**src/rtl/i2c_rxm_pkg.sv**
```systemverilog
package i2c_rxm_pkg;

  typedef enum logic [2:0] {
    PH_IDLE  = 3'd0,
    PH_START = 3'd1,
    PH_ADDR  = 3'd2,
    PH_RECV  = 3'd3,
    PH_ACK   = 3'd4,
    PH_STOP  = 3'd5
  } phase_t;

  localparam int QCNT_W = 6;

  // index of the final quarter of a phase
  function automatic logic [QCNT_W-1:0] last_quarter(input phase_t p);
    case (p)
      PH_ADDR: last_quarter = 6'd35;
      PH_RECV: last_quarter = 6'd31;
      default: last_quarter = 6'd3;
    endcase
  endfunction

endpackage

```
**src/rtl/i2c_rxm_qtick.sv**
```systemverilog
module i2c_rxm_qtick #(
  parameter int QDIV = 4
) (
  input  logic clk,
  input  logic rst_n,
  input  logic run,
  output logic tick
);
  localparam int CW = (QDIV > 1) ? $clog2(QDIV) : 1;
  localparam logic [CW-1:0] LAST = CW'(QDIV - 1);

  logic [CW-1:0] cnt_q, cnt_d;

  always_comb begin
    tick  = run && (cnt_q == LAST);
    cnt_d = cnt_q;
    if (!run || tick) cnt_d = '0;
    else              cnt_d = cnt_q + 1'b1;
  end

  always_ff @(posedge clk or negedge rst_n) begin
    if (!rst_n) cnt_q <= '0;
    else        cnt_q <= cnt_d;
  end
endmodule

```
**src/rtl/i2c_rxm_seq.sv**
```systemverilog
module i2c_rxm_seq
  import i2c_rxm_pkg::*;
(
  input  logic       clk,
  input  logic       rst_n,
  input  logic       launch,
  input  phase_t     launch_ph,
  input  logic [6:0] addr_in,
  input  logic       ack_val,
  input  logic       tick,
  input  logic       sda_in,
  output phase_t     ph,
  output logic       done,
  output logic [7:0] byte_out,
  output logic       nack_out,
  output logic       scl_low,
  output logic       sda_low
);
  phase_t            ph_q, ph_d;
  logic [QCNT_W-1:0] cnt_q, cnt_d;
  logic [6:0]        addr_q, addr_d;
  logic              ackv_q, ackv_d;
  logic [7:0]        shreg_q, shreg_d;
  logic              nack_q, nack_d;
  logic              rest_scl_q, rest_scl_d;
  logic              rest_sda_q, rest_sda_d;
  logic [1:0]        q;
  logic [3:0]        b;
  logic              bit_low;

  assign q       = cnt_q[1:0];
  assign b       = cnt_q[5:2];
  assign bit_low = (q == 2'd0) || (q == 2'd3);
  assign done    = tick && (ph_q != PH_IDLE) && (cnt_q == last_quarter(ph_q));

  // next state
  always_comb begin
    ph_d       = ph_q;
    cnt_d      = cnt_q;
    addr_d     = addr_q;
    ackv_d     = ackv_q;
    shreg_d    = shreg_q;
    nack_d     = nack_q;
    rest_scl_d = rest_scl_q;
    rest_sda_d = rest_sda_q;
    if (launch) begin
      ph_d   = launch_ph;
      cnt_d  = '0;
      addr_d = addr_in;
      ackv_d = ack_val;
    end else if (tick && (ph_q != PH_IDLE)) begin
      if (ph_q == PH_RECV && q == 2'd2) shreg_d = {shreg_q[6:0], sda_in};
      if (ph_q == PH_ADDR && cnt_q == 6'd34) nack_d = sda_in;
      if (done) begin
        ph_d  = PH_IDLE;
        cnt_d = '0;
        case (ph_q)
          PH_START: begin rest_scl_d = 1'b1; rest_sda_d = 1'b1; end
          PH_ACK:   begin rest_scl_d = 1'b0; rest_sda_d = 1'b1; end
          PH_STOP:  begin rest_scl_d = 1'b0; rest_sda_d = 1'b0; end
          default:  begin rest_scl_d = 1'b1; rest_sda_d = 1'b0; end
        endcase
      end else begin
        cnt_d = cnt_q + 1'b1;
      end
    end
  end

  // line drive
  always_comb begin
    scl_low = rest_scl_q;
    sda_low = rest_sda_q;
    case (ph_q)
      PH_START: begin scl_low = (q == 2'd3); sda_low = (q != 2'd0); end
      PH_ADDR:  begin
        scl_low = bit_low;
        sda_low = (b < 4'd7) && !addr_q[3'd6 - b[2:0]];
      end
      PH_RECV:  begin scl_low = bit_low; sda_low = 1'b0; end
      PH_ACK:   begin scl_low = bit_low; sda_low = !ackv_q; end
      PH_STOP:  begin scl_low = (q == 2'd0); sda_low = (q < 2'd2); end
      default:  ;
    endcase
  end

  always_ff @(posedge clk or negedge rst_n) begin
    if (!rst_n) begin
      ph_q       <= PH_IDLE;
      cnt_q      <= '0;
      addr_q     <= '0;
      ackv_q     <= 1'b0;
      shreg_q    <= '0;
      nack_q     <= 1'b0;
      rest_scl_q <= 1'b0;
      rest_sda_q <= 1'b0;
    end else begin
      ph_q       <= ph_d;
      cnt_q      <= cnt_d;
      addr_q     <= addr_d;
      ackv_q     <= ackv_d;
      shreg_q    <= shreg_d;
      nack_q     <= nack_d;
      rest_scl_q <= rest_scl_d;
      rest_sda_q <= rest_sda_d;
    end
  end

  assign ph       = ph_q;
  assign byte_out = shreg_q;
  assign nack_out = nack_q;
endmodule

```
**src/rtl/i2c_rxm_status.sv**
```systemverilog
module i2c_rxm_status
  import i2c_rxm_pkg::*;
(
  input  logic       clk,
  input  logic       rst_n,
  input  logic       done,
  input  phase_t     done_ph,
  input  logic [7:0] byte_in,
  input  logic       nack_in,
  input  logic       rx_rd,
  input  logic       clr_irq,
  input  logic       clr_ovf,
  input  logic       start_acc,
  output logic [7:0] rx_data,
  output logic       buf_full,
  output logic       ovf,
  output logic       irq,
  output logic       stop_seen,
  output logic       slave_nack
);
  logic [7:0] data_q, data_d;
  logic       full_q, full_d, ovf_q, ovf_d, irq_q, irq_d;
  logic       stop_q, stop_d, nack_q, nack_d;
  logic       full_eff;

  always_comb begin
    full_eff = full_q && !rx_rd;
    data_d   = data_q;
    full_d   = full_eff;
    ovf_d    = ovf_q && !clr_ovf;
    irq_d    = irq_q && !clr_irq;
    stop_d   = stop_q && !start_acc;
    nack_d   = nack_q;
    if (done) begin
      irq_d = 1'b1;
      case (done_ph)
        PH_ADDR: nack_d = nack_in;
        PH_RECV: begin
          if (full_eff) ovf_d = 1'b1;
          else begin
            data_d = byte_in;
            full_d = 1'b1;
          end
        end
        PH_STOP: stop_d = 1'b1;
        default: ;
      endcase
    end
  end

  always_ff @(posedge clk or negedge rst_n) begin
    if (!rst_n) begin
      data_q <= '0;
      full_q <= 1'b0;
      ovf_q  <= 1'b0;
      irq_q  <= 1'b0;
      stop_q <= 1'b0;
      nack_q <= 1'b0;
    end else begin
      data_q <= data_d;
      full_q <= full_d;
      ovf_q  <= ovf_d;
      irq_q  <= irq_d;
      stop_q <= stop_d;
      nack_q <= nack_d;
    end
  end

  assign rx_data    = data_q;
  assign buf_full   = full_q;
  assign ovf        = ovf_q;
  assign irq        = irq_q;
  assign stop_seen  = stop_q;
  assign slave_nack = nack_q;
endmodule

```
**src/rtl/i2c_rx_master.sv**
```systemverilog
module i2c_rx_master
  import i2c_rxm_pkg::*;
#(
  parameter int QDIV = 4
) (
  input  logic       clk,
  input  logic       rst_n,
  input  logic       cmd_start,
  input  logic       cmd_stop,
  input  logic       cmd_recv,
  input  logic       cmd_ack,
  input  logic       ack_bit,
  input  logic       tx_wr,
  input  logic [6:0] tx_addr,
  input  logic       rx_rd,
  input  logic       clr_irq,
  input  logic       clr_ovf,
  input  logic       sda_in,
  output logic       scl_low,
  output logic       sda_low,
  output logic       start_busy,
  output logic       addr_busy,
  output logic       recv_busy,
  output logic       ack_busy,
  output logic       stop_busy,
  output logic [7:0] rx_data,
  output logic       buf_full,
  output logic       ovf,
  output logic       irq,
  output logic       stop_seen,
  output logic       slave_nack
);
  logic [1:0] rst_sync_q;
  logic       rst_int_n;
  phase_t     ph, launch_ph;
  logic       launch, tick, done;
  logic [7:0] shift_byte;
  logic       nack_smp;

  // reset: asserted asynchronously, released after two clocks
  always_ff @(posedge clk or negedge rst_n) begin
    if (!rst_n) rst_sync_q <= 2'b00;
    else        rst_sync_q <= {rst_sync_q[0], 1'b1};
  end
  assign rst_int_n = rst_sync_q[1];

  // command acceptance with fixed priority, only when idle
  always_comb begin
    launch    = (ph == PH_IDLE) && (cmd_start || cmd_stop || tx_wr || cmd_recv || cmd_ack);
    launch_ph = PH_IDLE;
    if      (cmd_start) launch_ph = PH_START;
    else if (cmd_stop)  launch_ph = PH_STOP;
    else if (tx_wr)     launch_ph = PH_ADDR;
    else if (cmd_recv)  launch_ph = PH_RECV;
    else if (cmd_ack)   launch_ph = PH_ACK;
  end

  i2c_rxm_qtick #(.QDIV(QDIV)) u_qtick (
    .clk   (clk),
    .rst_n (rst_int_n),
    .run   (ph != PH_IDLE),
    .tick  (tick)
  );

  i2c_rxm_seq u_seq (
    .clk       (clk),
    .rst_n     (rst_int_n),
    .launch    (launch),
    .launch_ph (launch_ph),
    .addr_in   (tx_addr),
    .ack_val   (ack_bit),
    .tick      (tick),
    .sda_in    (sda_in),
    .ph        (ph),
    .done      (done),
    .byte_out  (shift_byte),
    .nack_out  (nack_smp),
    .scl_low   (scl_low),
    .sda_low   (sda_low)
  );

  i2c_rxm_status u_status (
    .clk        (clk),
    .rst_n      (rst_int_n),
    .done       (done),
    .done_ph    (ph),
    .byte_in    (shift_byte),
    .nack_in    (nack_smp),
    .rx_rd      (rx_rd),
    .clr_irq    (clr_irq),
    .clr_ovf    (clr_ovf),
    .start_acc  (launch && (launch_ph == PH_START)),
    .rx_data    (rx_data),
    .buf_full   (buf_full),
    .ovf        (ovf),
    .irq        (irq),
    .stop_seen  (stop_seen),
    .slave_nack (slave_nack)
  );

  assign start_busy = (ph == PH_START);
  assign addr_busy  = (ph == PH_ADDR);
  assign recv_busy  = (ph == PH_RECV);
  assign ack_busy   = (ph == PH_ACK);
  assign stop_busy  = (ph == PH_STOP);
endmodule

```
**config.mk**
```make
export PLATFORM = sky130hd
export DESIGN_NAME = i2c_rx_master
export DESIGN_NICKNAME = d
export VERILOG_FILES = /design/src/rtl/i2c_rxm_pkg.sv /design/src/rtl/i2c_rxm_qtick.sv /design/src/rtl/i2c_rxm_seq.sv /design/src/rtl/i2c_rxm_status.sv /design/src/rtl/i2c_rx_master.sv
export SDC_FILE = /design/constraint.sdc
export NUM_CORES = 1
export LEC_CHECK = 0
export ABC_AREA = 1
export BUFFER_PORTS_ARGS = -buffer_cell sky130_fd_sc_hd__buf_4
export CORE_MARGIN = 3
export CORE_UTILIZATION = 30
export DETAILED_ROUTE_END_ITERATION = 7
export GPL_TIMING_DRIVEN = 0
export SYNTH_ARGS = -nofsm -noshare
export SYNTH_HDL_FRONTEND = slang
export SYNTH_SLANG_ARGS = --single-unit
```
**constraint.sdc**
```tcl
create_clock -name clk -period 1.6 [get_ports clk]
set_input_delay 0.32 -clock clk [delete_from_list [all_inputs] [get_ports clk]]
set_output_delay 0.32 -clock clk [all_outputs]
set_load 0.005 [all_outputs]
```
* Word-level counts from Yosys, hierarchy flattened
Cells that the tools add are included.
** Word-level totals
- Flip-flop bits (word level) :: 45
- Logic and storage cells :: 102
** Operators by class
- Add/subtract/negate cells :: 3
- Magnitude comparators :: 3
- Equality and inequality tests :: 11
- Mux-type cells :: 27
- Bitwise operators :: 2
- Reduce and logical (&&, ||, !) cells :: 40
** Operators with widths (number)
- 3-bit 2-to-1 mux :: 8
- 6-bit 2-to-1 mux :: 3
- 1-bit logical AND :: 12
- 6-bit case mux with 2 select lines :: 1
- 3-bit AND reduction :: 4
- 1-bit 2-to-1 mux :: 11
- 1-bit zero test :: 7
- 6-bit by 1-bit adder with 6-bit output (second input constant) :: 1
- 2-bit == test (second input constant) :: 3
- 3-bit by 1-bit == test with 1-bit output (second input constant) :: 2
- 3-bit by 2-bit == test with 1-bit output (second input constant) :: 2
- 3-bit == test (second input constant) :: 2
- 6-bit == test :: 1
- 6-bit == test (second input constant) :: 1
- 1-bit logical OR :: 6
- 2-bit nonzero test :: 3
- 1-bit case mux with 5 select lines :: 1
- 3-bit by 4-bit less-than comparator with 1-bit output (second input constant) :: 1
- 4-bit by 3-bit less-than comparator with 1-bit output (second input constant) :: 1
- 2-bit AND reduction :: 2
- 2-bit OR reduction :: 2
- 1-bit binary-select mux with 3-bit select :: 1
- 3-bit zero test :: 1
- 1-bit case mux with 3 select lines :: 1
- other kinds (8) :: 9

* Longest topological paths before layout
Gate-level depths: netlist of run 1.
- Word-level depth :: 11
- Mapped depth :: 10
- Mapped depth without buffers :: 9

* Modules after synthesis
Synthesis of run 1 repeated with hierarchy kept, for this count alone.
** Unflattened totals
- Cell total of the unflattened synthesis :: 310
- Area, all modules :: 2472.4 um^2
** Modules (own cells, without submodules)
- i2c_rxm_seq :: instances 1, cells an instance 211, area each 1637.8 um^2, sequential area each 700.7 um^2
- i2c_rxm_status :: instances 1, cells an instance 63, area each 585.6 um^2, sequential area each 325.3 um^2
- i2c_rx_master :: instances 1, cells an instance 26, area each 160.2 um^2, sequential area each 50.0 um^2
- i2c_rxm_qtick :: instances 1, cells an instance 10, area each 88.8 um^2, sequential area each 50.0 um^2

* Least setup slack after synthesis of run 1
OpenSTA, ideal clock, no wires.
- Kind :: reg-to-output
- From :: register u_seq.cnt_q[2]
- To :: output sda_low
- Arrival :: 1.258 ns
- Setup slack :: 0.022 ns
- Cell stages (with the launch flop) :: 9
- Buffers on the path :: 0
- Path through :: dfrtp_1 > inv_2 > ha_1 > nand2_1 > o21ai_0 > inv_1 > nand2_1 > nand3_1 > nand3_1
** Between the ends
- Longest elaborated chain between the ends :: 6
- Elaborated cells on any way between the ends :: 7
- Classes of those cells :: add/sub: 1; order compare: 1; mux: 3; reduce/logical: 2
** RTL lines
- from (decl) :: RTL line i2c_rxm_seq.sv:20 : logic [QCNT_W-1:0] cnt_q, cnt_d;
- from (signal assigned) :: RTL line i2c_rxm_seq.sv:98 : cnt_q <= cnt_d;
- 3-bit subtractor :: RTL line i2c_rxm_seq.sv:77 : sda_low = (b < 4'd7) && !addr_q[3'd6 - b[2:0]];
- 1-bit binary-select mux with 3-bit select :: RTL line i2c_rxm_seq.sv:77
- 1-bit 2-to-1 mux (implied by the code) :: RTL line i2c_rxm_seq.sv:77
- 1-bit zero test :: RTL line i2c_rxm_seq.sv:77
- 1-bit logical AND * :: RTL line i2c_rxm_seq.sv:77
- 1-bit case mux with 5 select lines * :: RTL line i2c_rxm_seq.sv:73 : case (ph_q)
- to (decl) :: RTL line i2c_rx_master.sv:20 : output logic sda_low,
Mark *: on every way between the ends. The rest lies on a longest branch, timed or not. The select of a mux whose other input is x is not followed.

* Worst setup path after layout of run 1
- From :: register u_seq.cnt_q[3]
- To :: output sda_low
The elaborated chain is that of the path after synthesis.

==> results.sh, run 1 <==
export IMPL_antenna_cells=0
export IMPL_p_comb_share_pct=54.9
export IMPL_fin_ws_ns=-0.374
export IMPL_clk_pin_slew_ns=0.09
export IMPL_r2r_start="u_seq.ph[2]"
export IMPL_pin_count=39
export IMPL_slew_violations=0
export IMPL_grt_max_degree=24
export IMPL_overflow=0
export IMPL_p_sw_share_pct=42.4
export IMPL_drt_iter0_drc=139
export IMPL_min_path_type="input port to flop"
export IMPL_grt_usage_pct=13.4
export IMPL_seqPwrFrac_pct=31.6
export IMPL_power_density_nw_per_um2=1640
export IMPL_clk_latency_ns=0.31
export IMPL_worstSetupEndpointType="output pin"
export IMPL_power_internal_uw=3190
export IMPL_vdd_drop_max_mv=0.688
export IMPL_max_freq_mhz=506
export IMPL_cts_root_buf="clkbuf_8"
export IMPL_synth_area_um2=2260
export IMPL_synth_top_area_share_pct=49.8
export IMPL_ant_nets=0
export IMPL_cts_sinks=45
export IMPL_cts_buffers=5
export IMPL_dr_total_vias=2165
export IMPL_die_h_um=92.8
export IMPL_synthDistinctLibCells=25
export IMPL_area_growth_synth_to_final_pct=49.8
export IMPL_finalNetCount=389
export IMPL_final_area_um2=3390
export IMPL_hold_end="u_status.irq"
export IMPL_synth_cells=283
export IMPL_muxShareOfSynthArea_pct=0
export IMPL_whs_path_depth=2
export IMPL_status="finished with violations"
export IMPL_reg2reg_to="u_seq.cnt_q[0]"
export IMPL_gr_usage_met3_pct=2.60
export IMPL_slew_headroom_pct=65.3
export IMPL_routed_wl_um=6240
export IMPL_p_leak_uw=0.00175
export IMPL_cts_tree="done"
export IMPL_hold_violations=0
export IMPL_placed_cell_area_um2=2700
export IMPL_synth_top_family_by_area="simple AND/OR/NAND/NOR gates"
export IMPL_synthAdderAreaFrac_pct=3.87
export IMPL_grt_busiest_layer="met2"
export IMPL_reg2reg_slack_ns=-0.04
export IMPL_drive_gt1_share_pct=41.2
export IMPL_die_w_um=92.8
export IMPL_core_um2=7290
export IMPL_synth_nets=309
export IMPL_cp_required_ns=1.28
export IMPL_r2r_cells=11
export IMPL_total_power_uw=5540
export IMPL_hold_start="clr_irq"
export IMPL_synth_area_leaders="dfrtp_1, nand2_1, nand3_1, inv_1, nor2_1"
export IMPL_clockPowerShare_pct=13.5
export IMPL_grt_use_met1_pct=17.6
export IMPL_placementRows=31
export IMPL_grt_pass1_vias=2026
export IMPL_yosysWarnings=0
export IMPL_synth_top_area_cell="dfrtp_1"
export IMPL_path_class="flop to output pin"
export IMPL_hpwl_um=3830
export IMPL_clk_path_buf_depth=2
export IMPL_synth_seq_cells=45
export IMPL_synth_simple_area_share_pct=31.3
export IMPL_io_buffers=38
export IMPL_cp_arrival_ns=1.65
export IMPL_tightest_slew_ns=0.520
export IMPL_avgSynthCellArea_um2=7.99
export IMPL_synth_xor_area_share_pct=0.774
export IMPL_grt_pass1_wl_um=9290
export IMPL_maxCapViolCount=0
export IMPL_use_met2_pct=21.1
export IMPL_synth_compound_area_share_pct=6.19
export IMPL_rsz0062_at_grt="yes"
export IMPL_critPathMaxFanout=4
export IMPL_switching_power_uw=2350
export IMPL_timing_final_crit_share_pct=123
export IMPL_design_die_area_um2=8620
export IMPL_skew_ns=0.00727
export IMPL_via_per_inst=4.68
export IMPL_finalWorstPathRequiredPeriod_ns=1.97
export IMPL_final_setup_viol_count=15
export IMPL_first_pass_iters=7
export IMPL_gp_congestion=0.863
export IMPL_antenna_found_initial=0
export IMPL_violations="DRC, setup timing"
export IMPL_cp_start_kind="flop"
export IMPL_htreeDepth=2
export IMPL_wl_per_cell_um=13.5
export IMPL_drcViolationCount=1
export IMPL_start_util_pct=31.0
export IMPL_seq_area_frac_synth_pct=49.8
## cell usage after synthesis, drive strengths merged
| cell | count |
|---|---|
| nor3b | 1 |
| nand4 | 10 |
| o21ai | 16 |
| nor2 | 27 |
| conb | 1 |
| nor3 | 2 |
| a21oi | 7 |
| dfrtp | 45 |
| nand2 | 96 |
| o22ai | 1 |
| buf | 8 |
| inv | 33 |
| xor2 | 2 |
| ha | 7 |
| nand3 | 25 |
| o211ai | 1 |
| o21bai | 1 |
## sequential cells by signal, summed over array words and instances (netlist names)
signal / count
u_seq.byte_out: 8
u_status.rx_data: 8
u_seq.addr_q: 7
u_seq.cnt_q: 6
u_seq.ph: 3
rst_sync_q: 2
u_qtick.cnt_q: 2
u_seq.ackv_q: 1
u_seq.nack_out: 1
u_seq.rest_scl_q: 1
u_seq.rest_sda_q: 1
u_status.buf_full: 1
u_status.irq: 1
u_status.ovf: 1
u_status.slave_nack: 1
u_status.stop_seen: 1
## logic make-up (layout without fill, tap and decap cells)
group                    count (synthesis)  in the layout
AND/OR/NAND/NOR                        161            161
flip-flops                              45             45
buffers and inverters                   41            122
AO/OA/AOI/OAI                           26             26
adder cells (fa/ha/maj)                  7              7
XOR/XNOR                                 2              2
other                                    1              1
## worst max-delay path: stages, from the launching register on
cell and delay, ns:
dfrtp_2 0.43, inv_2 0.08, ha_4 0.22, nor2_2 0.09
nand2_1 0.07, o21ai_1 0.09, nand2_1 0.06, nand3_1 0.07
nand3_1 0.09, buf_4 0.15
## metrics by stage
step | setup WS [ns] | util (%) | setup TNS [ns] | hold WS, ns | instances
after global routing | -0.435 | 46.5 | -3.17 | 0.191 | 463
final | -0.374 | 46.5 | -1.05 | 0.186 | 463
after global placement | -0.346 | 36.6 | -11.75 | 0.103 | 420
after floorplan | 0.0222 | - | 0 | 0.0244 | 283
after detailed placement | -0.332 | 37.0 | -0.420 | 0.106 | 421
after CTS | -0.335 | 41.6 | -0.504 | 0.180 | 445
## layer usage
layer  up-vias  share of wire, %  wire length [um]
li1       1058                 -                 -
met1      1031                44              2770
met2        58                49              3040
met3        18               3.8               236
met4         0               3.2               199
met5         -                 0                 0
## layout make-up
cell class / count / area [um^2]
Clock inverter: 3 / 25.0
Tap cell: 99 / 124
Fill cell: 710 / 3900
Inverter: 33 / 139
Buffer: 7 / 76.3
Timing Repair Buffer: 74 / 646
Clock buffer: 5 / 68.8
Sequential cell: 45 / 1130
Multi-Input combinational cell: 197 / 1180
## worst max-delay path by stage
stage                         end  cells past startpoint  slack (ns)           start
after CTS                 sda_low                      8       -0.33  u_seq.cnt_q[2]
after floorplan           sda_low                      8        0.02  u_seq.cnt_q[2]
after global placement    sda_low                      8       -0.35  u_seq.cnt_q[2]
after global routing      sda_low                      9       -0.43  u_seq.cnt_q[3]
final                     sda_low                      9       -0.37  u_seq.cnt_q[3]
after detailed placement  sda_low                      8       -0.33  u_seq.cnt_q[2]
## power groups by stage
stage               clock, uW  sequential (uW)  combinational [uW]
detailed placement          0             1750                1820
floorplan                   0             1690                1220
finish                    750             1750                3040
CTS                       766             1760                2210
global route              817             1790                3320
global placement            0             1750                1780
## placed cells by master (no fill, tap or decap), drive strengths merged
cell type,n
nor3b,1
clkbuf,6
nand3,25
inv,34
nor3,2
clkinv,1
a21oi,7
buf,79
clkinvlp,1
o22ai,1
o21ai,16
dlygate4sd3,1
nand4,10
nand2,96
dfrtp,45
ha,7
conb,1
nor2,27
o211ai,1
o21bai,1
xor2,2
## timing repair
action / 4_1_cts / 5_1_grt
hold buffers: 1 / 0
setup endpoints to repair: 4 / 30
pin swaps: 10 / 21
cloned: 0 / 2
setup buffers: 16 / 16
gates resized for setup: 34 / 57
hold endpoints to repair: 2 / 0
Note: power is estimated with default switching activity, not from simulation.
==> run 2: changes to the inputs <==
--- a/config.mk
+++ b/config.mk
@@ -11,6 +11,7 @@
 export CORE_UTILIZATION = 30
 export DETAILED_ROUTE_END_ITERATION = 7
 export GPL_TIMING_DRIVEN = 0
+export PLACE_DENSITY = 0.61
 export SYNTH_ARGS = -nofsm -noshare
 export SYNTH_HDL_FRONTEND = slang
 export SYNTH_SLANG_ARGS = --single-unit
==> run 2 against run 1 <==
Compared with the run above:
- the flow finishes with violations (setup timing)
- sequential power barely moved
- combinational power fell by 8.2%
- count of clock-buffer cells in the layout unchanged
- worst setup slack better by 0.027 ns
- die area unchanged
- clock skew rose by 0.0042 ns
- sequential cell count stayed put
- utilization down 1.4 points
- largest cell class unchanged
==> results.sh, run 2 (same netlist as run 1, synthesis figures left out) <==
export IMPL_timing_final_crit_share_pct=122
export IMPL_final_common_cell="nand2_1"
export IMPL_cts_sinks=45
export IMPL_cp_arrival_ns=1.63
export IMPL_met1_length_um=2680
export IMPL_cp_start_kind="flop"
export IMPL_violations="setup timing"
export IMPL_io_buffers=38
export IMPL_maxUsedRoutingLayer="met4"
export IMPL_path_class="flop to output pin"
export IMPL_antenna_cells=0
export IMPL_clk_latency_ns=0.31
export IMPL_grt_pass1_vias=2004
export IMPL_hold_end="u_status.irq"
export IMPL_max_freq_mhz=514
export IMPL_clk_path_buf_depth=2
export IMPL_grt_max_degree=23
export IMPL_die_w_um=92.8
export IMPL_final_cells=456
export IMPL_placed_cells=421
export IMPL_status="finished with violations"
export IMPL_wl_per_cell_um=12.7
export IMPL_p_leak_uw=0.00169
export IMPL_design_die_area_um2=8620
export IMPL_holdWs_ns=0.182
export IMPL_antenna_found_initial=0
export IMPL_reg2reg_slack_ns=0.03
export IMPL_first_pass_iters=4
export IMPL_grt_pass1_wl_um=9330
export IMPL_via_per_inst=4.58
export IMPL_power_density_nw_per_um2=1590
export IMPL_dr_total_vias=2087
export IMPL_met2_length_um=2870
export IMPL_drive_gt1_share_pct=37.3
export IMPL_area_growth_synth_to_final_pct=45.2
export IMPL_die_h_um=92.8
export IMPL_slew_violations=0
export IMPL_ant_nets=0
export IMPL_start_util_pct=31.0
export IMPL_core_um2=7290
export IMPL_finalWorstPathRequiredPeriod_ns=1.95
export IMPL_placementRows=31
export IMPL_final_util_pct=45.1
export IMPL_final_setup_viol_count=3
export IMPL_hold_violations=0
export IMPL_min_path_type="input port to flop"
export IMPL_tightest_slew_ns=0.531
export IMPL_maxCapViolCount=0
export IMPL_whs_path_depth=2
export IMPL_drt_iter0_drc=136
export IMPL_clk_pin_slew_ns=0.09
export IMPL_skew_ns=0.0115
export IMPL_hpwl_um=3840
export IMPL_slew_headroom_pct=64.6
export IMPL_dr_wl_met3_um=185
export IMPL_cts_tree="done"
export IMPL_gp_congestion=0.840
export IMPL_vdd_drop_max_mv=0.672
export IMPL_pin_count=39
export IMPL_hold_start="clr_irq"
export IMPL_routed_wl_um=5800
export IMPL_r2r_start="u_seq.ph[2]"
export IMPL_reg2reg_to="u_seq.rest_sda_q"
export IMPL_htreeDepth=2
export IMPL_cts_buffers=5
export IMPL_overflow=0
export IMPL_cts_root_buf="clkbuf_8"
export IMPL_worstSetupEndpointType="output pin"
export IMPL_critPathMaxFanout=4
export IMPL_rsz0062_at_grt="yes"
export IMPL_finalNetCount=382
export IMPL_drcViolationCount=0
export IMPL_total_power_uw=5240
export IMPL_final_cell_mix="nand2_1, buf_4, dfrtp_1, inv_1, nand3_1"
export IMPL_grt_usage_pct=13.4
export IMPL_fin_ws_ns=-0.347
export IMPL_r2r_cells=8
export IMPL_cp_required_ns=1.28
==> run 2: area by class of cell <==
cell class | count | area (um^2)
Fill cell | 727 | 4010
Multi-Input combinational cell | 197 | 1150
Buffer | 8 | 76.3
Timing Repair Buffer | 66 | 582
Sequential cell | 45 | 1130
Inverter | 33 | 134
Tap cell | 99 | 124
Clock buffer | 5 | 68.8
Clock inverter | 3 | 21.3
==> run 2: how the worst max path moves through the flow <==
stage               cells past startpoint      startpoint      end
floorplan                               8  u_seq.cnt_q[2]  sda_low
global placement                        8  u_seq.cnt_q[2]  sda_low
finish                                  8  u_seq.cnt_q[2]  sda_low
CTS                                     8  u_seq.cnt_q[2]  sda_low
global route                            8  u_seq.cnt_q[2]  sda_low
detailed placement                      8  u_seq.cnt_q[2]  sda_low
==> run 2: what timing repair did <==
item | CTS | global route
setup buffers | 14 | 11
resized for setup | 34 | 39
cloned | 0 | 1
endpoints found under the hold margin | 2 | 0
setup endpoints to repair | 4 | 29
hold buffers | 1 | 0
pin swaps | 16 | 14
==> run 2: critical path, stage by stage (launching register included) <==
cell	delay (ns)
dfrtp_2	0.41
inv_4	0.05
ha_4	0.28
o21ai_1	0.07
o21ai_1	0.14
nand2_1	0.07
nand3_1	0.08
nand3_1	0.08
buf_4	0.14
==> run 2: report_power, final <==
part | switching [uW] | internal [uW]
Sequential | 251 | 1480
Clock | 404 | 310
Combinational | 1520 | 1260
==> run 2: per-layer routing <==
| metal | GRT usage (%) | vias up |
|---|---|---|
| li1 | - | 1042 |
| met1 | 17.7 | 996 |
| met2 | 21.7 | 44 |
| met3 | 2.52 | 5 |
| met4 | 5.25 | 0 |
| met5 | 0 | - |
==> run 2: metrics by stage <==
step / instance area, um^2 / setup slack [ns] / setup TNS, ns
6_report: 3290 / -0.347 / -0.586
5_1_grt: 3290 / -0.395 / -1.16
4_1_cts: 3020 / -0.330 / -0.511
3_5_place_dp: 2700 / -0.365 / -0.455
3_3_place_gp: 2670 / -0.348 / -11.42
2_1_floorplan: 2260 / 0.0222 / 0
==> run 3: changes to the inputs <==
--- a/config.mk
+++ b/config.mk
@@ -8,10 +8,10 @@
 export ABC_AREA = 1
 export BUFFER_PORTS_ARGS = -buffer_cell sky130_fd_sc_hd__buf_4
 export CORE_MARGIN = 3
-export CORE_UTILIZATION = 30
+export CORE_UTILIZATION = 50
 export DETAILED_ROUTE_END_ITERATION = 7
 export GPL_TIMING_DRIVEN = 0
-export PLACE_DENSITY = 0.61
+export PLACE_DENSITY = 0.86
 export SYNTH_ARGS = -nofsm -noshare
 export SYNTH_HDL_FRONTEND = slang
 export SYNTH_SLANG_ARGS = --single-unit
==> run 3 against run 2 <==
Compared with the run above:
- the flow still finishes with violations (setup timing)
- combinational power increased by 12%
- hold slack improved by 0.0089 ns
- first-iteration DRC count increased by 120%
- clock power increased by 21%
- global-route usage increased by 9.8 points
- sequential cell count unchanged
- utilization increased by 33 points
- final cell count decreased by 11%
- critical path depth unchanged
- register-to-register slack got worse by 0.14 ns
- design area decreased by 0.69%
- largest cell class unchanged
==> results.sh, run 3 (same netlist as run 1, synthesis figures left out) <==
export IMPL_clk_latency_ns=0.30
export IMPL_status="finished with violations"
export IMPL_tightest_slew_ns=0.916
export IMPL_path_delay_family="flip-flops"
export IMPL_grt_max_degree=44
export IMPL_cp_required_ns=1.28
export IMPL_ant_nets=0
export IMPL_cts_tree="done"
export IMPL_dp_slack_ns=-0.301
export IMPL_worstSetupEndpointType="output pin"
export IMPL_cp_num_buf_inv=2
export IMPL_via_per_inst=5.74
export IMPL_switching_power_uw=2470
export IMPL_routed_wl_um=7210
export IMPL_drcViolationCount=0
export IMPL_reg2reg_slack_ns=-0.11
export IMPL_critPathMaxStageDelay_ns=0.44
export IMPL_vdd_drop_max_mv=1.07
export IMPL_first_pass_iters=6
export IMPL_htreeDepth=2
export IMPL_hold_violations=0
export IMPL_rsz0062_at_grt="yes"
export IMPL_maxCapViolCount=0
export IMPL_final_common_cell="nand2_1"
export IMPL_clk_path_buf_depth=2
export IMPL_drt_iter0_drc=298
export IMPL_grt_usage_pct=23.2
export IMPL_power_internal_uw=3310
export IMPL_placementRows=23
export IMPL_p_comb_share_pct=54.1
export IMPL_slew_violations=0
export IMPL_n_fill_cell=236
export IMPL_timing_final_crit_share_pct=130
export IMPL_design_die_area_um2=5370
export IMPL_final_cell_mix="nand2_1, buf_4, dfrtp_1, inv_1, nand3_1"
export IMPL_fin_ws_ns=-0.477
export IMPL_dr_total_vias=2335
export IMPL_r2r_start="u_seq.cnt_q[3]"
export IMPL_core_um2=4170
export IMPL_min_path_type="input port to flop"
export IMPL_cts_root_buf="clkbuf_8"
export IMPL_total_power_uw=5790
export IMPL_drive_gt1_share_pct=37.5
export IMPL_wl_per_cell_um=17.7
export IMPL_reg2reg_to="u_seq.ph[2]"
export IMPL_cp_arrival_ns=1.76
export IMPL_cts_sinks=45
export IMPL_grt_pass1_wl_um=9540
export IMPL_finalWorstPathRequiredPeriod_ns=2.08
export IMPL_hpwl_um=3520
export IMPL_whs_path_depth=2
export IMPL_seqPwrFrac_pct=31.0
export IMPL_die_h_um=73.3
export IMPL_antenna_found_initial=0
export IMPL_crit_chain="buf_6, ha_4, xor2_2, nor2_1, nand2_1, nand3_1, nand3_1, buf_4"
export IMPL_cp_start_kind="flop"
export IMPL_multi_input_comb_area_um2=1170
export IMPL_seq_area_um2=1130
export IMPL_placed_cell_area_um2=2610
export IMPL_clk_pin_slew_ns=0.08
export IMPL_fin_tns_setup_ns=-1.79
export IMPL_violations="setup timing"
export IMPL_cts_buffers=5
export IMPL_io_buffers=38
export IMPL_final_setup_viol_count=28
export IMPL_cpMostUsedCell="nand3_1"
export IMPL_area_growth_synth_to_final_pct=44.2
export IMPL_grt_pass1_vias=2059
export IMPL_start_util_pct=54.2
export IMPL_overflow=0
export IMPL_power_density_nw_per_um2=1770
export IMPL_r2r_cells=10
export IMPL_final_area_um2=3260
export IMPL_finalNetCount=382
export IMPL_hold_end="u_status.irq"
export IMPL_cpMaxStageDelayCell="dfrtp_2"
export IMPL_pin_count=39
export IMPL_max_freq_mhz=481
export IMPL_p_sw_share_pct=42.7
export IMPL_p_leak_uw=0.00172
export IMPL_hold_start="clr_irq"
export IMPL_gp_congestion=0.898
export IMPL_critPathMaxFanout=2
export IMPL_skew_ns=0.00667
export IMPL_startpoint="u_seq.cnt_q[3]"
export IMPL_path_class="flop to output pin"
export IMPL_clockPowerShare_pct=15.0
export IMPL_die_w_um=73.3
export IMPL_antenna_cells=0
export IMPL_slew_headroom_pct=38.9
[run 3: cell types whose count changed in the layout (fill, tap and decap cells not counted), sizes merged]
cell,before,now
clkinvlp,1,0
bufinv,0,1
inv,34,33
buf,72,71
clkbuf,6,8
[run 3: worst reg2reg max path: stages, from the launching register on]
cell     delay [ns]
dfrtp_2        0.44
buf_6          0.14
buf_6          0.11
buf_4          0.14
nor2_2         0.11
nand3_2        0.10
nand2_4        0.17
nand2_4        0.11
buf_8          0.15
nand3_1        0.09
nand2_1        0.06
[run 3: what timing repair did]
item                                   in CTS  in global routing
gates cloned                                0                  2
endpoints found under the hold margin       2                  0
setup endpoints to repair                   4                 35
hold buffers                                1                  0
gates resized for setup                    32                 48
pin swaps                                  10                 12
buffers inserted                           15                 10
[run 3: how the worst max path moves through the flow]
stage | end | cells after the start | slack [ns]
5_1_grt | sda_low | 9 | -0.52
6_report | sda_low | 8 | -0.48
2_1_floorplan | sda_low | 8 | 0.02
3_5_place_dp | sda_low | 9 | -0.30
4_1_cts | sda_low | 8 | -0.32
3_3_place_gp | sda_low | 8 | -0.29
[run 3: area by class of cell]
type	count	share of cell area, %
Buffer	8	2.57
Clock buffer	6	2.22
Clock inverter	2	1.19
Inverter	33	4.18
Multi-Input combinational cell	197	36.0
Sequential cell	45	34.7
Tap cell	50	1.92
Timing Repair Buffer	66	17.3
[run 3: power groups by stage]
stage	clock network [uW]	logic, uW	registers [uW]
2_1_floorplan	0	1220	1690
3_3_place_gp	0	1730	1740
3_5_place_dp	0	1790	1750
4_1_cts	863	2230	1720
5_1_grt	907	3320	1820
6_report	865	3130	1790
[run 3: routing by layer]
| layer | global-route usage, % | share of wire [%] | vias to the layer above |
|---|---|---|---|
| met1 | 29.5 | 38 | 1075 |
| met5 | 0 | 0 | - |
| met3 | 5.88 | 9.6 | 40 |
| met4 | 10.7 | 4.8 | 0 |
| li1 | - | - | 1042 |
| met2 | 37.1 | 48 | 178 |
[run 3: metrics by stage]
| step | cells | util (%) | hold slack, ns |
|---|---|---|---|
| floorplan | 283 | - | 0.0244 |
| global placement | 371 | 62.5 | 0.102 |
| detailed placement | 371 | 62.6 | 0.103 |
| CTS | 395 | 70.9 | 0.196 |
| global route | 407 | 78.2 | 0.208 |
| finish | 407 | 78.2 | 0.191 |
